### config.mk
export PLATFORM = sky130hd
export DESIGN_NAME = errst_unit
export DESIGN_NICKNAME = d
export VERILOG_FILES = /design/src/rtl/errst_pkg.sv /design/src/rtl/errst_bit.sv /design/src/rtl/errst_mask.sv /design/src/rtl/errst_master.sv /design/src/rtl/errst_unit.sv
export SDC_FILE = /design/constraint.sdc
export NUM_CORES = 1
export LEC_CHECK = 0
export CAP_MARGIN = 10
export CORE_MARGIN = 5
export CORE_UTILIZATION = 60
export DETAILED_ROUTE_END_ITERATION = 12
export DONT_BUFFER_PORTS = 1
export MAX_ROUTING_LAYER = met4
export PLACE_DENSITY_LB_ADDON = 0.05
export SYNTH_ARGS = -nofsm -noshare
export SYNTH_HDL_FRONTEND = slang
export SYNTH_SLANG_ARGS = --single-unit
export TNS_END_PERCENT = 50
### constraint.sdc
create_clock -name clk_i -period 1.5 [get_ports clk_i]
set_input_delay 0.225 -clock clk_i [delete_from_list [all_inputs] [get_ports clk_i]]
set_output_delay 0.225 -clock clk_i [all_outputs]
set_load 0.02 [all_outputs]
### src/rtl/errst_pkg.sv
package errst_pkg;
  typedef enum logic {
    SEL_STATUS = 1'b0,
    SEL_MASK   = 1'b1
  } errst_sel_e;
endpackage

### src/rtl/errst_bit.sv
module errst_bit (
  input  logic clk_i,
  input  logic rst_ni,
  input  logic src_i,
  input  logic clr_i,
  output logic bit_o
);
  logic src_q, pend_q, rise;

  assign rise = src_i & ~src_q;

  always_ff @(posedge clk_i or negedge rst_ni) begin
    if (!rst_ni) begin
      bit_o  <= 1'b0;
      pend_q <= 1'b0;
      src_q  <= 1'b0;
    end else begin
      src_q <= src_i;
      if (clr_i) begin
        bit_o  <= src_i | pend_q;
        pend_q <= 1'b0;
      end else begin
        bit_o  <= bit_o | src_i;
        pend_q <= pend_q | (rise & bit_o);
      end
    end
  end

  assert_src_sets_R2: assert property (@(posedge clk_i) disable iff (!rst_ni)
    src_i |=> bit_o);
  assert_clear_R3: assert property (@(posedge clk_i) disable iff (!rst_ni)
    clr_i && !src_i && !pend_q |=> !bit_o);
  assert_sticky_R4: assert property (@(posedge clk_i) disable iff (!rst_ni)
    clr_i && src_i |=> bit_o);
  assert_queued_R5: assert property (@(posedge clk_i) disable iff (!rst_ni)
    clr_i && pend_q |=> bit_o && !pend_q);
endmodule

### src/rtl/errst_mask.sv
module errst_mask #(
  parameter int unsigned W = 32,
  parameter logic [W-1:0] RSVD_MASK = '0
) (
  input  logic         clk_i,
  input  logic         rst_ni,
  input  logic         load_i,
  input  logic [W-1:0] data_i,
  output logic [W-1:0] mask_o
);
  always_ff @(posedge clk_i or negedge rst_ni) begin
    if (!rst_ni)     mask_o <= '1;
    else if (load_i) mask_o <= data_i | RSVD_MASK;
  end

  assert_rsvd_masked_R6: assert property (@(posedge clk_i) disable iff (!rst_ni)
    load_i |=> (mask_o & RSVD_MASK) == RSVD_MASK);
endmodule

### src/rtl/errst_master.sv
module errst_master #(
  parameter int unsigned W = 32
) (
  input  logic [W-1:0] status_i,
  input  logic [W-1:0] mask_i,
  output logic         err_o
);
  assign err_o = |(status_i & ~mask_i);
endmodule

### src/rtl/errst_unit.sv
module errst_unit #(
  parameter int unsigned W = 32,
  parameter logic [W-1:0] RSVD_MASK = 32'hF000_0000
) (
  input  logic         clk_i,
  input  logic         rst_ni,
  input  logic [W-1:0] err_src_i,
  input  logic         wr_en_i,
  input  logic         wr_sel_i,
  input  logic [W-1:0] wr_data_i,
  output logic [W-1:0] status_o,
  output logic [W-1:0] mask_o,
  output logic         master_err_o
);
  import errst_pkg::*;

  errst_sel_e   sel;
  logic         clr_wr, mask_wr;
  logic [W-1:0] raw;

  assign sel     = errst_sel_e'(wr_sel_i);
  assign clr_wr  = wr_en_i && (sel == SEL_STATUS);
  assign mask_wr = wr_en_i && (sel == SEL_MASK);

  for (genvar i = 0; i < W; i++) begin : g_bit
    errst_bit u_bit (
      .clk_i (clk_i),
      .rst_ni(rst_ni),
      .src_i (err_src_i[i]),
      .clr_i (clr_wr & wr_data_i[i]),
      .bit_o (raw[i])
    );
  end

  // reserved bits always read zero
  assign status_o = raw & ~RSVD_MASK;

  errst_mask #(.W(W), .RSVD_MASK(RSVD_MASK)) u_mask (
    .clk_i (clk_i),
    .rst_ni(rst_ni),
    .load_i(mask_wr),
    .data_i(wr_data_i),
    .mask_o(mask_o)
  );

  errst_master #(.W(W)) u_master (
    .status_i(status_o),
    .mask_i  (mask_o),
    .err_o   (master_err_o)
  );

  assert_mask_all_R8: assert property (@(posedge clk_i) disable iff (!rst_ni)
    mask_wr && (&wr_data_i) |=> !master_err_o);
  assert_rsvd_zero_R9: assert property (@(posedge clk_i) disable iff (!rst_ni)
    (err_src_i & RSVD_MASK) != '0 |=> (status_o & RSVD_MASK) == '0);
  assert_src_unmasked_R7: assert property (@(posedge clk_i) disable iff (!rst_ni)
    ((err_src_i & ~mask_o & ~RSVD_MASK) != '0) && !wr_en_i |=> master_err_o);
endmodule

==> results of run 1 <==
## sequential cells by signal, indices dropped and copies added (netlist names)
signal              count
g_bit.u_bit.src_q      28
g_bit.u_bit.pend_q     28
g_bit.u_bit.bit_o      28
u_mask.mask_o          28
## placed cells by master (no fill, tap or decap), drive strengths merged, types with 13 or more instances in the layout
cell | netlist | routed
o22ai | 13 | 13
dfstp | 28 | 28
mux2 | 28 | 28
inv | 56 | 57
dfrtp | 84 | 84
a311o | 28 | 28
buf | 47 | 62
a31oi | 28 | 28
a21oi | 54 | 54
dlygate4sd3 | 0 | 61
## per-layer routing
layer  up-vias  GRT usage (%)  wire [microns]
li1       1481              -               -
met4         0           7.99             207
met3        17           9.55             956
met1      1588           28.4            4240
met5         -              -               0
met2       127           36.2            5170
## power groups by stage
stage / clock network, uW / registers, uW / logic [uW]
4_1_cts: 1990 / 3550 / 1170
2_1_floorplan: 0 / 3750 / 544
3_5_place_dp: 0 / 3600 / 1010
6_report: 1950 / 3560 / 1200
5_1_grt: 2110 / 3600 / 1290
3_3_place_gp: 0 / 3590 / 992
## stage by stage
step	setup TNS (ps)	cells	utilization [%]	hold slack (ps)	worst slack, ps
6_report	-439	574	78.7	-450	-439
5_1_grt	-550	574	78.7	-486	-550
4_1_cts	-493	569	77.7	-473	-493
3_5_place_dp	-151	496	66.7	-68.1	-151
3_3_place_gp	-125	496	66.7	-68.1	-125
2_1_floorplan	0	383	-	-70.6	88.1
## kinds of logic after synthesis
| family | after synthesis |
|---|---|
| flip-flops | 112 |
| AND/OR/NAND/NOR | 6 |
| multiplexers | 28 |
| other | 2 |
| buffers and inverters | 103 |
| AO/OA/AOI/OAI | 126 |
## worst paths after layout
| kind | start | cells after the start | end | slack (ps) |
|---|---|---|---|---|
| max | u_mask.mask_o[11] | 5 | master_err_o | -440 |
| min | rst_ni | 0 | g_bit[7].u_bit.src_q | -450 |
| max reg2reg | g_bit[23].u_bit.bit_o | 3 | g_bit[23].u_bit.bit_o | 370 |
| min reg2reg | g_bit[14].u_bit.pend_q | 1 | g_bit[14].u_bit.bit_o | 530 |
| max in group asynchronous | rst_ni | 0 | u_mask.mask_o[26] | 1730 |
| min in group clk_i | wr_data_i[22] | 1 | u_mask.mask_o[22] | 20 |
## layout make-up
class / instances / area [sq um]
flip-flops and latches: 112 / 2840
fillers: 467 / 1560
multi-input cells: 168 / 1260
repair buffers: 123 / 1120
inverters: 56 / 210
clock buffers: 10 / 128
well taps: 99 / 124
clock inverters: 6 / 93.8
## repair_timing
item                       in CTS  in global routing
pin swaps                       1                  2
hold buffers                   56                  5
hold endpoints to repair      213                118
gates resized for setup         3                  4
setup endpoints to repair       1                  1
setup buffers                   1                  0
## critical path: cells and delay by family (launching register included)
family / cells / cell delay (ps)
flops: 1 / 580
simple gates: 2 / 390
compound gates: 1 / 90
buf+inv: 2 / 310
==> results.md, run 1 <==
* Status: finished, violations left
* Failing checks: hold timing, setup timing
* TritonCTS buffer count at 9
* Root Buffer: clkbuf_8
* Via Count at roughly 3200
* N_diodes at 0
* Synth top area share at between 40% and 50%
* Clock network power share at 29.0%
* Syn Inst Count at between 300 and 400
* Net load switching power at between 1500 and 2000 uW
* Largest family of logic cells by synthesized area: compound AO/OA/AOI/OAI gates
* Design Power at about 6700 uW
* # nets final at 538
* Remaining global-route overflow at 0
* CP endpoint kind: primary output
* Initial antenna violation count at 0
* Row count at 31
* Adder-cell share of the synthesized area at 0%
* Worst Path Arrival at roughly 1700 ps
* Post-synthesis sequential area ratio at between 60% and 70%
* Crit-path max FO at 2
* Clock Tree Buf Depth at 2
* Pwr Density at 1160 nW/um^2
* Share of post-route cells with drive strength above 1 at slightly below 30%
* P_leak at around 0.0026 uW
* Number of synthesized flops with an enable pin at 0
* Die Y at just under 100 microns
* Most numerous cell in the Yosys netlist: dfrtp_1
* Sw Ratio at about a quarter
* Worst skew pair latency at roughly 360 ps
* CTS tree: done
* Routed len/inst at 18.4 microns
* Post-synth cell types at 18
* Post-detail-place hpwl at 6640 microns
* Initial core utilization at a little over three fifths
* Peak supply drop at 0.649 mV
* Area grow syn2layout at 26.0%
* DIE WIDTH at slightly below 100 microns
* Worst path max stage delay at about 580 ps
* Simple-Gate Fraction of Synth Area at less than 1%
* Internal at between 4000 and 5000 uW
* Final setup vio count at 1
* DRT Pass-1 Iters at 4
* PortBufs at 0
* Final antenna-violating net count at 0
* Synth Area in XOR/XNOR at 0%
* WL final at between 10000 and 15000 microns
* Global-route wire length before repair at 17500 microns
* FFs w/ async S/R, synth at between 90% and 100%
* Commonest cells post-synth: dfrtp_1 (84), inv_1 (56), a21oi_1 (54)
* Post-synthesis mux area share at under 10%
* Unrepaired setup endpoints after global routing: true
* Hold WC Path Type: input pin to asynchronous set/reset pin
* Clk sinks at around 110
* Total of max-cap violations at 0
* Total GRT Usage at 23.5%
* WP data required at roughly 1300 ps
* Ys flop type: dfrtp_1
* Achievable Freq at between 500 and 600 MHz
* Final worst path period share at 129%
* Startpoint type of the worst setup path: flip-flop
* H-Tree Depth at 3
* Placement Cell Area at just under 5000 sq um
* Combinational share of power at between 15 and 20%
* Clock slew at reported path FFs at roughly 100 ps
* Sequential Power Share at 53.1%
* Mapped Avg Cell Area at 12.1 sq um
* Via density at around 5.6
* Slowest CP cell: dfstp_2
* Pin count of the biggest net entering global routing at 113
* Largest cells by area after synthesis: dfrtp_1 (46%), dfstp_2 (16%), mux2_2 (6.9%), a311o_1 (6.1%), buf_4 (6.1%)
* DRT iter0 DRCs at about 120
* Area of the core at roughly 7300 sq um
* Synthesized flop and latch total at between 100 and 150
* Warnings, synthesis at 0
* Post-synth top area cell: dfrtp_1
* Die area at ~9500 sq um
* Final Skew at between 10 and 15 ps
* IO Pins at between 100 and 150
* Hold slack at -450 ps
* Vias in the first global route at roughly 3400
* Final hold vios at between 100 and 150
* DRC violations left at 0
* Final Critical Period at 1940 ps
* Synth Area in Compound Gates at a little under a fifth
* Critical path type: flip-flop to primary output
* Synthesized area at ~4600 sq um
* Post-route cell area at a little under 6000 sq um
* RePlAce Congestion at roughly 0.8
* Fin worst setup slack at -439 ps
* Final Slew Violations at 0
* Critical-path cell list: o22ai_4 > nor4_4 > buf_4 > nand4_1 > buf_6
Power figures use the tool's default switching activity.
==> run 2: changes to the inputs <==
--- a/config.mk
+++ b/config.mk
@@ -6,6 +6,7 @@
 export NUM_CORES = 1
 export LEC_CHECK = 0
 export CAP_MARGIN = 10
+export CORE_ASPECT_RATIO = 0.5
 export CORE_MARGIN = 5
 export CORE_UTILIZATION = 60
 export DETAILED_ROUTE_END_ITERATION = 12
==> constraint.sdc (replaced) <==
create_clock -name clk_i -period 1.5 [get_ports clk_i]
set_input_delay 0.225 -clock clk_i [delete_from_list [all_inputs] [get_ports clk_i]]
set_output_delay 0.225 -clock clk_i [all_outputs]
set_load 0.1 [all_outputs]
==> run 2 against run 1 <==
  * The run still ends with hold timing, setup timing left
  * Design area increased by 3.6%
  * Clock power grew 23%
  * Maximum frequency decreased by 0.66%
  * Combinational power increased by 88%
  * Global-route usage increased by 1.2 points
  * Clock skew fell by 7.0 ps
  * First-iteration DRC count rose by 61%
  * Sequential power up 3%
  * Final cell count is 1.2% lower
  * Register-to-register slack lost 130 ps
  * Power rose by 24%
  * Largest cell class unchanged
==> results.md, run 2 (same netlist as run 1, synthesis figures left out) <==
* RePlAce Congestion at ~0.83
* Slowest CP cell: dfstp_4
* Unrepaired setup endpoints after global routing: true
* Multi-input combinational cell area at ~1300 sq um
* Initial core utilization at roughly 62%
* Via Count at between 3000 and 4000
* M1 GR Usage at ~30%
* Final worst path period share at 130%
* Crit-path max FO at 2
* Clock slew at reported path FFs at approximately 70 ps
* Final setup vio count at 1
* Sequential Area at just under 3000 sq um
* Buffers & Inverters on Critical Path at 1
* Most frequent cells in the layout: dfrtp_1 (84), dlygate4sd3_1 (58), inv_1 (56)
* WP data required at roughly 1300 ps
* Top Usage Layer GRT: met2
* Remaining global-route overflow at 0
* Critical path type: flip-flop to primary output
* Setup WS pre-CTS at -202 ps
* Peak supply drop at 0.891 mV
* Hold WC Path Type: input pin to asynchronous set/reset pin
* Placed Cells at roughly 490
* Reg2reg end: g_bit[5].u_bit.bit_o
* Clock Tree Buf Depth at 2
* Post-detail-place hpwl at 7130 microns
* Hold slack at -420 ps
* DRC violations left at 0
* Fillers at 396
* Reg2reg start: g_bit[5].u_bit.bit_o
* TritonCTS buffer count at 9
* CTS tree: done
* Non-Filler Instances at around 570
* Final antenna-violating net count at 0
* Global routing usage on met2 at approximately two fifths
* P_leak at 0.00264 uW
* # nets final at approximately 530
* Sw Ratio at between 30% and 40%
* Pin count of the biggest net entering global routing at between 100 and 150
* Share of post-route cells with drive strength above 1 at approximately 30%
* Placement Cell Area at ~5000 sq um
* Failing checks: hold timing, setup timing
* PortBufs at 0
* Vias in the first global route at roughly 3600
* Post-route cell area at around 6000 sq um
* Leading cell type in the layout, fill and taps excluded: dfrtp_1
* N_diodes at 0
* Final Critical Period at roughly 2000 ps
* CP endpoint kind: primary output
* Worst skew pair latency at 330 ps
* Area of the core at approximately 7400 sq um
* Achievable Freq at between 500 and 600 MHz
* Die area at 9580 sq um
* Worst Path Arrival at approximately 1700 ps
* Sequential Power Share at roughly 44%
* Routed len/inst at between 15 and 20 microns
* Met3 usage at a little under a tenth
* R2R Setup Slk at between 200 and 250 ps
* Final Slew Violations at 0
* DRT Pass-1 Iters at 4
* Initial antenna violation count at 0
* H-Tree Depth at 3
* Internal at 5470 uW
* Final Skew at 5.33 ps
* Clk sinks at between 100 and 150
* Worst path max stage delay at roughly 620 ps
* DRT iter0 DRCs at ~190
* Clock network power share at 28.8%
* Via density at roughly 5.9
* Area grow syn2layout at 30.6%
* Delay-heaviest family, CP: flip-flops
* Pwr Density at between 1000 and 1500 nW/um^2
* Root Buffer: clkbuf_16
* WL final at between 10000 and 15000 microns
* Total of max-cap violations at 0
* Status: finished, violations left
* Critical-path cell list: o22ai_2 > nor4_1 > nand4_1 > buf_12
* Global-route wire length before repair at approximately 18000 microns
* Row count at 22
* Fin worst setup slack at -452 ps
* IO Pins at approximately 130
* Combinational share of power at 27.1%
* Worst R2R Path Depth at 3
* Startpoint type of the worst setup path: flip-flop
* Final hold vios at 112
* DIE WIDTH at between 100 and 150 microns
* Die Y at 71.8 microns
* Net load switching power at around 2800 uW
* Total GRT Usage at between 20 and 25%
==> run 2: worst max path at each step <==
stage,from,end,slack (ps),cells after the start
after floorplan,u_mask.mask_o[6],master_err_o,-820,3
after global placement,u_mask.mask_o[0],master_err_o,-180,4
after detailed placement,u_mask.mask_o[0],master_err_o,-200,4
after CTS,u_mask.mask_o[1],master_err_o,-480,4
after global routing,u_mask.mask_o[0],master_err_o,-510,4
final,u_mask.mask_o[6],master_err_o,-450,4
==> run 2: final cells by class <==
type / count / share of cell area [%]
Clock buffer: 14 / 4.42
Clock inverter: 2 / 0.649
Inverter: 56 / 3.52
Multi-Input combinational cell: 168 / 21.4
Sequential cell: 112 / 49.2
Tap cell: 96 / 2.01
Timing Repair Buffer: 119 / 18.7
==> run 2: power groups by stage <==
stage          Sequential [uW]  Clock, uW  Combinational (uW)
2_1_floorplan             4550          0                 854
3_3_place_gp              3660          0                2000
3_5_place_dp              3680          0                2030
4_1_cts                   3630       2430                2170
5_1_grt                   3690       2580                2340
6_report                  3660       2390                2250
==> run 2: routing by layer <==
metal,vias to the layer above,share of wire (%)
met4,0,1.5
met5,-,0
met3,19,8.8
met2,140,49
li1,1480,-
met1,1685,41
==> run 2: through the flow <==
step / utilization [%] / setup TNS, ps / total power (uW)
2_1_floorplan: - / -815 / 5410
3_3_place_gp: 67.3 / -180 / 5660
3_5_place_dp: 67.3 / -202 / 5710
4_1_cts: 79.1 / -476 / 8230
5_1_grt: 81.0 / -540 / 8610
6_report: 81.0 / -452 / 8300
==> run 2: repair_timing <==
action / 4_1_cts / 5_1_grt
setup endpoints to repair: 1 / 12
hold buffers: 56 / 2
gates resized for setup: 2 / 25
endpoints found under the hold margin: 188 / 114
pin swaps: 1 / 4
setup buffers: 0 / 0
==> run 3: changes to the inputs <==
--- a/config.mk
+++ b/config.mk
@@ -13,6 +13,7 @@
 export DONT_BUFFER_PORTS = 1
 export MAX_ROUTING_LAYER = met4
 export PLACE_DENSITY_LB_ADDON = 0.05
+export SETUP_SLACK_MARGIN = 0.3
 export SYNTH_ARGS = -nofsm -noshare
 export SYNTH_HDL_FRONTEND = slang
 export SYNTH_SLANG_ARGS = --single-unit
==> run 3 against run 2 <==
  * The flow still finishes with violations (hold timing, setup timing)
  * Maximum frequency decreased by 4.3%
  * Die area unchanged
  * Global-route usage increased by 2.4 points
  * Largest cell class unchanged
  * Design area increased by 8.1%
  * Clock skew about the same
  * Final cell count increased by 0.35%
  * First-iteration DRC count increased by 17%
  * Clock power about the same
  * Worst hold slack got worse by 3.3 ps
  * Count of clock-buffer cells in the layout unchanged
  * Setup slack got worse by 88 ps
==> results.md, run 3 (same netlist as run 1, synthesis figures left out) <==
* Status: finished, violations left
* Area of the core at around 7400 sq um
* DRC violations left at 0
* Final hold vios at approximately 110
* Delay-heaviest family, CP: flip-flops
* Pin count of the biggest net entering global routing at 113
* Post-route cell area at 6460 sq um
* Hold slack at -423 ps
* Clock Tree Buf Depth at 2
* Die area at around 9600 sq um
* Worst skew pair latency at between 300 and 400 ps
* PortBufs at 0
* Final antenna-violating net count at 0
* Final Critical Period at between 2000 and 2500 ps
* Utilization after layout at between 80% and 90%
* P_leak at between 0.002 and 0.003 uW
* Startpoint type of the worst setup path: flip-flop
* Achievable Freq at 490 MHz
* Initial core utilization at 62.0%
* Via density at 5.94
* Initial antenna violation count at 0
* Remaining global-route overflow at 0
* Unrepaired setup endpoints after global routing: true
* WL final at approximately 13000 microns
* Worst path max stage delay at about 620 ps
* CP endpoint kind: primary output
* # nets final at around 540
* Slowest CP cell: dfstp_4
* Total GRT Usage at a little over a quarter
* Hold WC Path Type: input pin to asynchronous set/reset pin
* Root Buffer: clkbuf_16
* TritonCTS buffer count at 9
* N_diodes at 0
* Worst Path Arrival at 1810 ps
* Buffers & Inverters on Critical Path at 1
* RePlAce Congestion at between 0.8 and 0.9
* Final worst path period share at 136%
* Total of max-cap violations at 0
* Fin worst setup slack at -540 ps
* CTS tree: done
* DRT iter0 DRCs at around 220
* Clock slew at reported path FFs at ~70 ps
* Clk sinks at roughly 110
* Global-route wire length before repair at between 15000 and 20000 microns
* H-Tree Depth at 3
* Design Power at ~8700 uW
* Leading cell type in the layout, fill and taps excluded: dfrtp_1
* Failing checks: hold timing, setup timing
* Most frequent cells in the layout: dfrtp_1 (83), dlygate4sd3_1 (59), inv_1 (56)
* DRT Pass-1 Iters at 5
* WP data required at 1270 ps
* Critical path type: flip-flop to primary output
* Row count at 22
* Fillers at between 200 and 300
* Crit-path max FO at 2
* Share of post-route cells with drive strength above 1 at roughly 29%
* Post-detail-place hpwl at 7130 microns
* Peak supply drop at a little over 1 mV
* Via Count at ~3400
* Vias in the first global route at 3686
* Final setup vio count at 1
* IO Pins at between 100 and 150
* Final Skew at between 5 and 6 ps
* Final Slew Violations at 0
* DIE WIDTH at 134 microns
* Critical-path cell list: o22ai_1 > nor4_1 > nand4_1 > buf_12
* Pwr Density at ~1300 nW/um^2
* Area grow syn2layout at 41.2%
* Routed len/inst at approximately 22 microns
* Placement Cell Area at roughly 5000 sq um
* Die Y at 71.8 microns
-- run 3: cell types whose count changed in the layout (fill, tap and decap cells not counted) --
cell	previous run	this run
buf_8	0	7
buf_4	44	4
o22ai_2	4	2
dlygate4sd3_1	58	59
buf_12	2	36
dfrtp_1	84	83
o22ai_1	8	10
dfrtp_2	0	1
-- run 3: where the power goes --
part	total [uW]	switching [uW]	internal, uW
Clock	2410	1010	1390
Sequential	3730	253	3480
Combinational	2570	1680	891
Total	8710	2950	5760
-- run 3: final timing paths --
path	slack, ps	from	endpoint	depth (start not counted)
max	-540	u_mask.mask_o[19]	master_err_o	4
min	-420	rst_ni	g_bit[27].u_bit.src_q	0
max reg2reg	310	u_mask.mask_o[8]	u_mask.mask_o[8]	2
min reg2reg	540	g_bit[11].u_bit.pend_q	g_bit[11].u_bit.bit_o	1
max in group asynchronous	1680	rst_ni	u_mask.mask_o[1]	0
min in group clk_i	20	err_src_i[13]	g_bit[13].u_bit.bit_o	1
-- run 3: area by class of cell --
type                       instances  area (sq um)  area share (%)
inverter                          56           210            3.25
clock buffer                      14           264            4.09
multi-input combinational        168          1270            19.6
tap                               96           120            1.86
sequential                       112          2940            45.6
timing repair buffer             121          1620            25.0
clock inverter                     2          38.8           0.600
-- run 3: per-layer routing --
metal	vias to the layer above	track usage, %	part of all wire (%)	routed length (microns)
li1	1489	-	-	-
met5	-	-	0	0
met1	1724	30.1	37	4690
met3	21	9.40	9.4	1200
met2	148	47.7	53	6680
met4	0	6.39	1.1	142
-- run 3: what timing repair did --
| action | CTS | global route |
|---|---|---|
| resized for setup | 110 | 32 |
| hold buffers | 56 | 3 |
| endpoints found under the hold margin | 188 | 115 |
| pin swaps | 1 | 6 |
| setup buffers | 1 | 0 |
| endpoints found under the setup margin | 58 | 47 |
-- run 3: through the flow --
stage               setup slack, ps  TNS [ps]  cells
finish                         -540      -540    569
global route                   -585      -587    569
CTS                            -475      -475    566
detailed placement             -202      -202    493
global placement               -180      -180    493
floorplan                      -815      -815    383
